File: config.mk
export PLATFORM = sky130hd
export DESIGN_NAME = fetch_window_gen
export DESIGN_NICKNAME = d
export VERILOG_FILES = /design/src/rtl/fwg_pkg.sv /design/src/rtl/fwg_datapath.sv /design/src/rtl/fwg_ctrl.sv /design/src/rtl/fetch_window_gen.sv
export SDC_FILE = /design/constraint.sdc
export NUM_CORES = 1
export LEC_CHECK = 0
export ABC_AREA = 0
export BUFFER_PORTS_ARGS = -buffer_cell sky130_fd_sc_hd__buf_2
export CORE_MARGIN = 2
export CORE_UTILIZATION = 30
export CTS_CLUSTER_DIAMETER = 60
export CTS_CLUSTER_SIZE = 40
export DETAILED_ROUTE_END_ITERATION = 12
export PLACE_DENSITY = 0.5
export SYNTH_ARGS = -nofsm -noshare
export SYNTH_HDL_FRONTEND = slang
export SYNTH_SLANG_ARGS = --single-unit
File: constraint.sdc
create_clock -name clk -period 9.2 [get_ports clk]
set_input_delay 0.92 -clock clk [delete_from_list [all_inputs] [get_ports clk]]
set_output_delay 0.92 -clock clk [all_outputs]
set_load 0.01 [all_outputs]
File: src/rtl/fwg_pkg.sv
package fwg_pkg;

  typedef enum logic [1:0] {
    CAUSE_JUMP    = 2'd0,
    CAUSE_MISPRED = 2'd1,
    CAUSE_SERIAL  = 2'd2,
    CAUSE_EVENT   = 2'd3
  } redirCause_e;

  typedef struct packed {
    logic flush;
    logic advance;
  } winStrobe_t;

  typedef struct packed {
    logic [1:0] delay;
    logic       alignDown;
  } jumpRule_t;

  // Added delay and alignment after a predicted jump
  function automatic jumpRule_t jumpRule(input logic [1:0] groups,
                                         input logic crossJump,
                                         input logic crossTarget);
    jumpRule_t r;
    r.delay     = 2'd0;
    r.alignDown = 1'b0;
    case (groups)
      2'd0, 2'd1: begin
        r.delay     = {crossJump & crossTarget, crossJump ^ crossTarget};
        r.alignDown = ~crossTarget;
      end
      2'd2: begin
        r.delay     = {1'b0, crossJump & crossTarget};
        r.alignDown = crossJump & ~crossTarget;
      end
      default: ;
    endcase
    return r;
  endfunction

endpackage

File: src/rtl/fwg_datapath.sv
module fwg_datapath
  import fwg_pkg::*;
#(
  parameter int AW = 16,
  parameter int LG = 4
) (
  input  logic              clk,
  input  logic              rstN,
  input  winStrobe_t        st,
  input  logic [AW-1:0]     flushStart,
  input  logic              chunkValid,
  input  logic [8*(1<<LG)-1:0] chunkData,
  input  logic [(1<<LG)-1:0]   chunkEnds,
  input  logic              predValid,
  input  logic [AW-1:0]     predLast,
  output logic              reqValid,
  output logic [AW-1:0]     reqAddr,
  output logic              covered,
  output logic [AW-1:0]     winStart,
  output logic [(1<<LG)-1:0]   winMask,
  output logic [8*(1<<LG)-1:0] winData,
  output logic [(1<<LG)-1:0]   winEnds
);
  localparam int CB = 1 << LG;
  localparam int IW = AW - LG;

  logic [IW-1:0]     baseIdx;
  logic              v0, v1;
  logic [8*CB-1:0]   data0, data1;
  logic [CB-1:0]     ends0, ends1;
  logic [AW-1:0]     startReg;
  logic [LG-1:0]     off;
  logic [16*CB-1:0]  pairData;
  logic [2*CB-1:0]   pairEnds;
  logic [AW-1:0]     predDist;
  logic              predHit;
  logic [LG-1:0]     lastIdx;
  logic [LG:0]       cutLen;
  logic [AW-1:0]     nextStart;
  logic              shiftNow, loadNow;

  assign off      = startReg[LG-1:0];
  assign covered  = v0 && ((off == '0) || v1);
  assign winStart = startReg;
  assign pairData = {data1, data0};
  assign pairEnds = {ends1, ends0};

  always_comb begin
    for (int i = 0; i < CB; i++) begin
      logic [LG:0] idx;
      idx = (LG+1)'(off) + (LG+1)'(i);
      winData[8*i +: 8] = pairData[8*idx +: 8];
      winEnds[i]        = pairEnds[idx];
    end
  end

  assign predDist = predLast - startReg;
  assign predHit  = predValid && (predDist < AW'(CB));
  assign lastIdx  = predHit ? predDist[LG-1:0] : LG'(CB-1);

  generate
    for (genvar g = 0; g < CB; g++) begin : gMask
      assign winMask[g] = (LG'(g) <= lastIdx);
    end
  endgenerate

  // cut after the highest instruction end inside the valid bytes
  always_comb begin
    cutLen = (LG+1)'(lastIdx) + (LG+1)'(1);
    for (int j = 0; j < CB; j++)
      if (winEnds[j] && (LG'(j) <= lastIdx)) cutLen = (LG+1)'(j + 1);
  end

  assign nextStart = startReg + AW'(cutLen);
  assign shiftNow  = st.advance && (nextStart[AW-1:LG] != baseIdx);
  assign reqValid  = !v1;
  assign reqAddr   = {(v0 ? baseIdx + IW'(1) : baseIdx), {LG{1'b0}}};
  assign loadNow   = chunkValid && !v1 && !st.flush && !shiftNow;

  always_ff @(posedge clk) begin
    if (!rstN) begin
      baseIdx  <= '0;
      v0       <= 1'b0;
      v1       <= 1'b0;
      data0    <= '0;
      data1    <= '0;
      ends0    <= '0;
      ends1    <= '0;
      startReg <= '0;
    end else if (st.flush) begin
      v0       <= 1'b0;
      v1       <= 1'b0;
      baseIdx  <= flushStart[AW-1:LG];
      startReg <= flushStart;
    end else begin
      if (st.advance) startReg <= nextStart;
      if (shiftNow) begin
        baseIdx <= baseIdx + IW'(1);
        data0   <= data1;
        ends0   <= ends1;
        v0      <= v1;
        v1      <= 1'b0;
      end else if (loadNow) begin
        if (!v0) begin
          data0 <= chunkData;
          ends0 <= chunkEnds;
          v0    <= 1'b1;
        end else begin
          data1 <= chunkData;
          ends1 <= chunkEnds;
          v1    <= 1'b1;
        end
      end
    end
  end


  one_chunk_per_clk_chk: assert property (@(posedge clk) disable iff (!rstN)
    1'b1 |=> ($countones({v0, v1}) <= $past($countones({v0, v1})) + 1));


  advance_forward_chk: assert property (@(posedge clk) disable iff (!rstN)
    (st.advance && !st.flush) |=> (((winStart - $past(winStart)) != '0) &&
                                  ((winStart - $past(winStart)) <= AW'(CB))));


  flush_empties_chk: assert property (@(posedge clk) disable iff (!rstN)
    st.flush |=> !covered);

endmodule

File: src/rtl/fwg_ctrl.sv
module fwg_ctrl
  import fwg_pkg::*;
#(
  parameter int AW = 16,
  parameter int LG = 4
) (
  input  logic          clk,
  input  logic          rstN,
  input  logic          redirValid,
  input  logic [AW-1:0] redirTarget,
  input  logic [1:0]    redirCause,
  input  logic [1:0]    redirGroups,
  input  logic          redirCrossJump,
  input  logic          redirCrossTarget,
  input  logic          winDone,
  input  logic          covered,
  output winStrobe_t    st,
  output logic [AW-1:0] flushStart,
  output logic          winValid
);
  jumpRule_t  rule;
  logic [1:0] holdCnt;

  always_comb begin
    rule = jumpRule(redirGroups, redirCrossJump, redirCrossTarget);
    if (redirCause != 2'(CAUSE_JUMP)) begin
      rule.delay     = 2'd0;
      rule.alignDown = 1'b1;
    end
  end

  assign flushStart = rule.alignDown ? {redirTarget[AW-1:LG], {LG{1'b0}}} : redirTarget;
  assign winValid   = covered && (holdCnt == 2'd0);
  assign st.flush   = redirValid;
  assign st.advance = winDone && winValid && !redirValid;

  always_ff @(posedge clk) begin
    if (!rstN)                          holdCnt <= 2'd0;
    else if (redirValid)                holdCnt <= rule.delay;
    else if (covered && holdCnt != 2'd0) holdCnt <= holdCnt - 2'd1;
  end


  redirect_blanks_chk: assert property (@(posedge clk) disable iff (!rstN)
    redirValid |=> !winValid);


  wide_group_no_delay_chk: assert property (@(posedge clk) disable iff (!rstN)
    (redirValid && redirCause == 2'd0 && redirGroups == 2'd3) |=> (holdCnt == 2'd0));


  serial_no_delay_chk: assert property (@(posedge clk) disable iff (!rstN)
    (redirValid && redirCause != 2'd0) |=> (holdCnt == 2'd0));

endmodule

File: src/rtl/fetch_window_gen.sv
module fetch_window_gen
  import fwg_pkg::*;
#(
  parameter int AW = 16,
  parameter int LG = 4
) (
  input  logic                 clk,
  input  logic                 rstN,
  input  logic                 chunkValid,
  input  logic [8*(1<<LG)-1:0] chunkData,
  input  logic [(1<<LG)-1:0]   chunkEnds,
  output logic                 reqValid,
  output logic [AW-1:0]        reqAddr,
  input  logic                 predValid,
  input  logic [AW-1:0]        predLast,
  input  logic                 redirValid,
  input  logic [AW-1:0]        redirTarget,
  input  logic [1:0]           redirCause,
  input  logic [1:0]           redirGroups,
  input  logic                 redirCrossJump,
  input  logic                 redirCrossTarget,
  input  logic                 winDone,
  output logic                 winValid,
  output logic [AW-1:0]        winStart,
  output logic [(1<<LG)-1:0]   winMask,
  output logic [8*(1<<LG)-1:0] winData,
  output logic [(1<<LG)-1:0]   winEnds,
  output logic                 stall
);
  winStrobe_t    st;
  logic [AW-1:0] flushStart;
  logic          covered;

  fwg_ctrl #(.AW(AW), .LG(LG)) u_ctrl (
    .clk(clk), .rstN(rstN),
    .redirValid(redirValid), .redirTarget(redirTarget), .redirCause(redirCause),
    .redirGroups(redirGroups), .redirCrossJump(redirCrossJump),
    .redirCrossTarget(redirCrossTarget), .winDone(winDone), .covered(covered),
    .st(st), .flushStart(flushStart), .winValid(winValid)
  );

  fwg_datapath #(.AW(AW), .LG(LG)) u_dp (
    .clk(clk), .rstN(rstN), .st(st), .flushStart(flushStart),
    .chunkValid(chunkValid), .chunkData(chunkData), .chunkEnds(chunkEnds),
    .predValid(predValid), .predLast(predLast),
    .reqValid(reqValid), .reqAddr(reqAddr), .covered(covered),
    .winStart(winStart), .winMask(winMask), .winData(winData), .winEnds(winEnds)
  );

  assign stall = ~winValid;


  window_held_chk: assert property (@(posedge clk) disable iff (!rstN)
    (winValid && !winDone && !redirValid) |=> (winValid && $stable(winStart)));


  serial_aligned_chk: assert property (@(posedge clk) disable iff (!rstN)
    (redirValid && redirCause != 2'd0) |=> (winStart[LG-1:0] == '0));

endmodule

Word level (Yosys, flattened, before mapping)
Cells that the tools add are included.

Multiplexer cells: 67. Reductions and logical operators: 45. $add $sub $neg: 20. Bitwise logic cells: 8. $mul: 0. Magnitude comparators: 33. Equality and inequality tests: 4. Shift operators: 16. Divide/modulo/power cells: 0.

Operator list (count): 256-bit by 9-bit variable part select with 8-bit output (15); 128-bit two-way mux (3); 256-bit by 8-bit variable part select with 8-bit output (1); 5-bit by 6-bit less-than comparator with 1-bit output (second input constant) (15); 16-bit two-way mux (5); 5-bit two-way mux (16); 1-bit binary-select mux with 5-bit select (15); 4-bit by 4-bit adder with 5-bit output (second input constant) (8); 12-bit two-way mux (3); 4-bit less-or-equal comparator (first input constant) (8); 1-bit logical AND (26); 4-bit by 3-bit adder with 5-bit output (second input constant) (4); 1-bit two-way mux (18); 16-bit by 5-bit adder with 16-bit output (1); 3-bit by 4-bit less-or-equal comparator with 1-bit output (first input constant) (4); 16-bit by 5-bit less-than comparator with 1-bit output (second input constant) (1); 16-bit subtractor (1); 12-bit by 1-bit adder with 12-bit output (second input constant) (1); 12-bit != test (1); 2-bit nonzero test (6); 4-bit by 1-bit adder with 5-bit output (second input constant) (2); 4-bit by 2-bit adder with 5-bit output (second input constant) (2); 1-bit by 4-bit less-or-equal comparator with 1-bit output (first input constant) (2); 2-bit by 4-bit less-or-equal comparator with 1-bit output (first input constant) (2); 22 further kinds (33).

Memories: 0. Bits in read-only memories: 0. Input port bits: 188. Word-level logic and storage cells: 202. Flip-flop bits (word level): 320. Bits in latches: 0. Bits in writable memories: 0.

Longest topological paths before layout
Depth after elaboration: 29. Depth in mapped cells: 39. Gate-level depth less buffers: 32.

Hierarchy
From an unflattened synthesis, not the netlist that was laid out.

Cell total of the unflattened synthesis: 3246. Area, all modules: 27019.7 um^2.

Modules (own cells, without submodules): fwg_datapath (times used 1, seq. area each 6366.1 um^2, area an instance 26676.8 um^2, cells an instance 3203); fwg_ctrl (times used 1, seq. area each 40.0 um^2, area an instance 339.1 um^2, cells an instance 42); fetch_window_gen (times used 1, seq. area each 0.0 um^2, area an instance 3.8 um^2, cells an instance 1).

Worst setup path after synthesis
No wires, ideal clock.

Kind: flip-flop to flip-flop. Start point: register u_dp.startReg[2], in the netlist u_dp.winStart[2]. End point: register u_dp.data0[107]. Library setup time: 0.133 ns. Data arrival time: 8.637 ns. Stages on the path, launching flop included: 39. Path buffers: 8. Slack: 0.430 ns. Period minus slack after synthesis: 8.770 ns. Cell sequence: dfxtp_1 clkbuf_1 inv_1 clkbuf_1 clkbuf_1 clkbuf_1 ha_1 o211a_1 o31ai_1 a22oi_1 xor2_1 or4_4 nand4b_1 nor3_1 clkbuf_1 nand2_1 ha_1 or2_2 (+3 left out) inv_1 a31o_2 a21oi_1 o22ai_1 fa_1 a21o_1 a21o_1 a21oi_1 nor2b_1 o41ai_1 o2111ai_1 o31ai_4 nand2b_1 buf_4 buf_8 buf_8 mux2i_1 a21oi_1.

Word-level cells in the longest chain between the ends: 29. Elaborated cells on any way between the ends: 115. Those cells by class: add/sub: 18; order compare: 17; eq/ne: 2; mux: 50; reduce/logical: 28.

RTL lines: start, declared (line fwg_datapath.sv:31) `logic [AW-1:0] startReg;`; start signal, assigned (line fwg_datapath.sv:94) `startReg <= flushStart;`; start signal, assigned (line fwg_datapath.sv:96) `if (st.advance) startReg <= nextStart;`; 16-bit subtractor (line fwg_datapath.sv:57) `assign predDist = predLast - startReg;`; 16-bit by 5-bit less-than comparator with 1-bit output (line fwg_datapath.sv:58) `assign predHit = predValid && (predDist < AW'(CB));`; 1-bit logical AND (line fwg_datapath.sv:58); 4-bit two-way mux (line fwg_datapath.sv:59) `assign lastIdx = predHit ? predDist[LG-1:0] : LG'(CB-1);`; 1-bit by 4-bit less-or-equal comparator with 1-bit output (line fwg_datapath.sv:71) `if (winEnds[j] && (LG'(j) <= lastIdx)) cutLen = (LG+1)'(j + 1);`; 1-bit logical AND (line fwg_datapath.sv:71); 5-bit two-way mux (16 in series) (line fwg_datapath.sv:71); 16-bit by 5-bit adder with 16-bit output (line fwg_datapath.sv:74) `assign nextStart = startReg + AW'(cutLen);`; 12-bit != test (line fwg_datapath.sv:75) `assign shiftNow = st.advance && (nextStart[AW-1:LG] != baseIdx);`; 1-bit logical AND (*) (line fwg_datapath.sv:75); 1-bit logical NOT (line fwg_datapath.sv:78) `assign loadNow = chunkValid && !v1 && !st.flush && !shiftNow;`; 1-bit logical AND (line fwg_datapath.sv:78); 2-bit nonzero test (no line); 3-bit AND reduction (no line); end signal, assigned (line fwg_datapath.sv:99) `data0 <= data1;`; end signal, assigned (line fwg_datapath.sv:105) `data0 <= chunkData;`; end, declared (line fwg_datapath.sv:29) `logic [8*CB-1:0] data0, data1;`.

Every way passes the cells marked *; elsewhere a longest branch is shown, timed or not. The select of a mux whose other input is x is not followed. A chain may end at the register's enable or synchronous reset.

Worst setup path in the final report
Start point: register u_dp.startReg[1], in the netlist u_dp.winStart[1]. End point: register u_dp.data0[61].

The elaborated chain is that of the path after synthesis.

==> metrics.txt <==
H-tree levels 2; commonest non-fill, non-tap cell in the layout nand2_1; Simple-Gate Fraction of Synth Area 0.161; post-CTS resize count 0; clock sink total 320; vias 25200; Setup TNS 0 ns; fin crit share 0.917; vias in the first global route 23200; measured slew at the worst slew-check pin 1.03 ns; Synth Area in XOR/XNOR 0.0224; Max-Cap Viols 0; met2 usage in global routing 0.424; CP max FO 58; DR iter-0 viols approximately 2400; Initial Util 0.302; Worst EP required 9.64 ns; FMAX approximately 0.12 GHz; post-synthesis mux area share 0.279; DRC Markers 0; ANT nets after route 0; Pwr Total 0.00569 W; Placed Area 28400 um2; area grow syn2layout 16.0%; prevailing post-synth register cell dfxtp_1; switching share of power 0.421; startpoint types flip-flop; clk_lat worst skew approximately 0.59 ns; most frequent cells in the layout nand2_1, buf_2, a21oi_1; Post-synth EDFFs 0; combinational power share 0.418; DR WL/cell 24.8 um; Yosys reg bits 320; slowest cell on the critical path or4_4; GRT met3 Usage 0.0478; Cell Area, Synth around 26000 um2; final WL 113000 um; Seq/Total Area, Yosys 0.249; Root Buffer clkbuf_16; PwrDens 191 nW/um2; CTS Buffer Depth 3; hpwl dp 86700 um; CP delay by family, top compound AO/OA/AOI/OAI gates; GRT Total Usage 0.244; area of the multi-input gates 17900 um2; largest family of logic cells by synthesized area multiplexers; status finished, final reports clean; # fillers between 9000 and 10000; global route overflow 0; Setup Buffers After CTS 0; P_sw 0.00239 W; CORE AREA 85100 um2; Reg area 6420 um2; # rows 107; M1 GR Usage 0.306; Critical path buffers and inverters 3; CTS tree built; P_int 0.00330 W; Routability Congestion 0.953; I/O Pins 383; Reg power frac 0.275; Num CTS Buffers just over 40; Final nets 3610; Relative slew margins 0.316; post-route cell area 29900 um2; Fin. Hold Viols 0; Hold Path Class reg2reg; cts hold-fix bufs 0; fin. max-slew vios 0; die width ~300 um; TritonRoute pass-1 iters 6; Clock Power Share 0.307; crit path DAT 8.87 ns; pin count of the biggest net entering global routing 180; final setup fails 0; final worst setup slack 0.767 ns; Unique masters post-synth 73; Syn Area/Cell 8.05 um2; layout cells sized above 1 0.218; pre-CTS setup slack 0.273 ns; Post-Synth Adder-Cell Area 0.0205; first-pass GRT wire length approximately 160000 um; min Tclk post-route 8.43 ns; CP peak stage delay 0.55 ns; kind of critical path reg2reg; Lkg Pwr around 13 nW; Die Y 297 um; Worst Setup End Kind flip-flop; IO Port Bufs 377; Final Skew 0.0313 ns; vias per cell roughly 5.5; die footprint 88200 um2; Compound-Gate Fraction of Synth Area 0.211; maximum VDD drop 0.148 mV; RSZ-0062 raised after global routing false; CTS clk-pin slew, worst paths 0.07 ns; post-synthesis async set-or-reset flop share 0; post-synthesis cell count 3201; initial antenna violation count 24; GRT busiest layer met2; synth warn 0
-- through the flow --
| step | cells | util | hold slack [ns] |
|---|---|---|---|
| floorplan | 3204 | - | 0.434 |
| global placement | 4482 | 0.333 | 0.441 |
| detailed placement | 4482 | 0.333 | 0.446 |
| CTS | 4557 | 0.350 | 0.456 |
| global route | 4559 | 0.351 | 0.487 |
| finish | 4566 | 0.351 | 0.453 |
-- path summary, 6_finish.rpt --
path	startpoint	to	slack, ns	cells past startpoint
setup / recovery	u_dp.winStart[1]	u_dp.data0[61]	0.77	31
hold / removal	u_dp.data1[127]	u_dp.data1[127]	0.45	2
hold reg to reg	u_dp.data1[127]	u_dp.data1[127]	0.45	2
setup reg to reg	u_dp.winStart[1]	u_dp.data0[61]	0.77	31
-- synth_stat cells, types with 44 or more instances --
cell	n	area share
dfxtp_1	320	0.25
xnor2_1	44	0.015
mux4_2	150	0.13
mux2i_1	297	0.12
a21boi_0	95	0.028
nor2b_1	45	0.011
nand2_1	642	0.094
o21ai_0	270	0.052
a211oi_1	44	0.013
inv_1	65	0.0095
a21oi_1	326	0.063
mux2_2	74	0.032
nor2_1	177	0.026
clkbuf_1	191	0.028
a21boi_1	50	0.015
-- flip-flops by register name (all words and copies together) (netlist names) --
signal	cells
u_ctrl.holdCnt	2
u_dp.baseIdx	12
u_dp.data0	128
u_dp.data1	128
u_dp.ends0	16
u_dp.ends1	16
u_dp.v0	1
u_dp.v1	1
u_dp.winStart	16
-- final cells by class --
type / count / share of cell area
multi-input cells: 2538 / 0.599
flip-flops and latches: 320 / 0.215
repair buffers: 413 / 0.0793
well taps: 1144 / 0.0479
clock buffers: 46 / 0.0371
clock inverters: 29 / 0.0120
inverters: 67 / 0.00867
diodes: 9 / 0.000754
-- power groups by stage --
stage / sequential (W) / combinational (W) / clock, W
2_1_floorplan: 0.00153 / 0.00150 / 0
3_3_place_gp: 0.00159 / 0.00235 / 0
3_5_place_dp: 0.00159 / 0.00234 / 0
4_1_cts: 0.00156 / 0.00235 / 0.00178
5_1_grt: 0.00157 / 0.00254 / 0.00183
6_report: 0.00156 / 0.00238 / 0.00175
-- layer usage --
metal	vias up	share of wire	routed length [um]
met2	852	0.49	55600
met1	12300	0.41	46400
met4	14	0.031	3460
met5	-	0.00081	92
met3	173	0.068	7720
li1	11800	-	-
-- cells by family after synthesis --
kind of cell    count (synthesis)
fa+ha+maj                      41
xor+xnor                       66
mux                           521
buf+inv                       346
other cells                     2
compound gates                918
simple gates                  987
flops                         320
-- worst reg2reg max path: cells and delay by family (launching register included) --
| kind | cells | cell delay, ns |
|---|---|---|
| flip-flops | 1 | 0.53 |
| AND/OR/NAND/NOR | 10 | 2.59 |
| multiplexers | 1 | 0.34 |
| adder cells (fa/ha/maj) | 3 | 1.01 |
| AO/OA/AOI/OAI | 13 | 2.91 |
| XOR/XNOR | 1 | 0.18 |
| buffers and inverters | 3 | 0.74 |
Note: power is estimated with default switching activity, not from simulation.
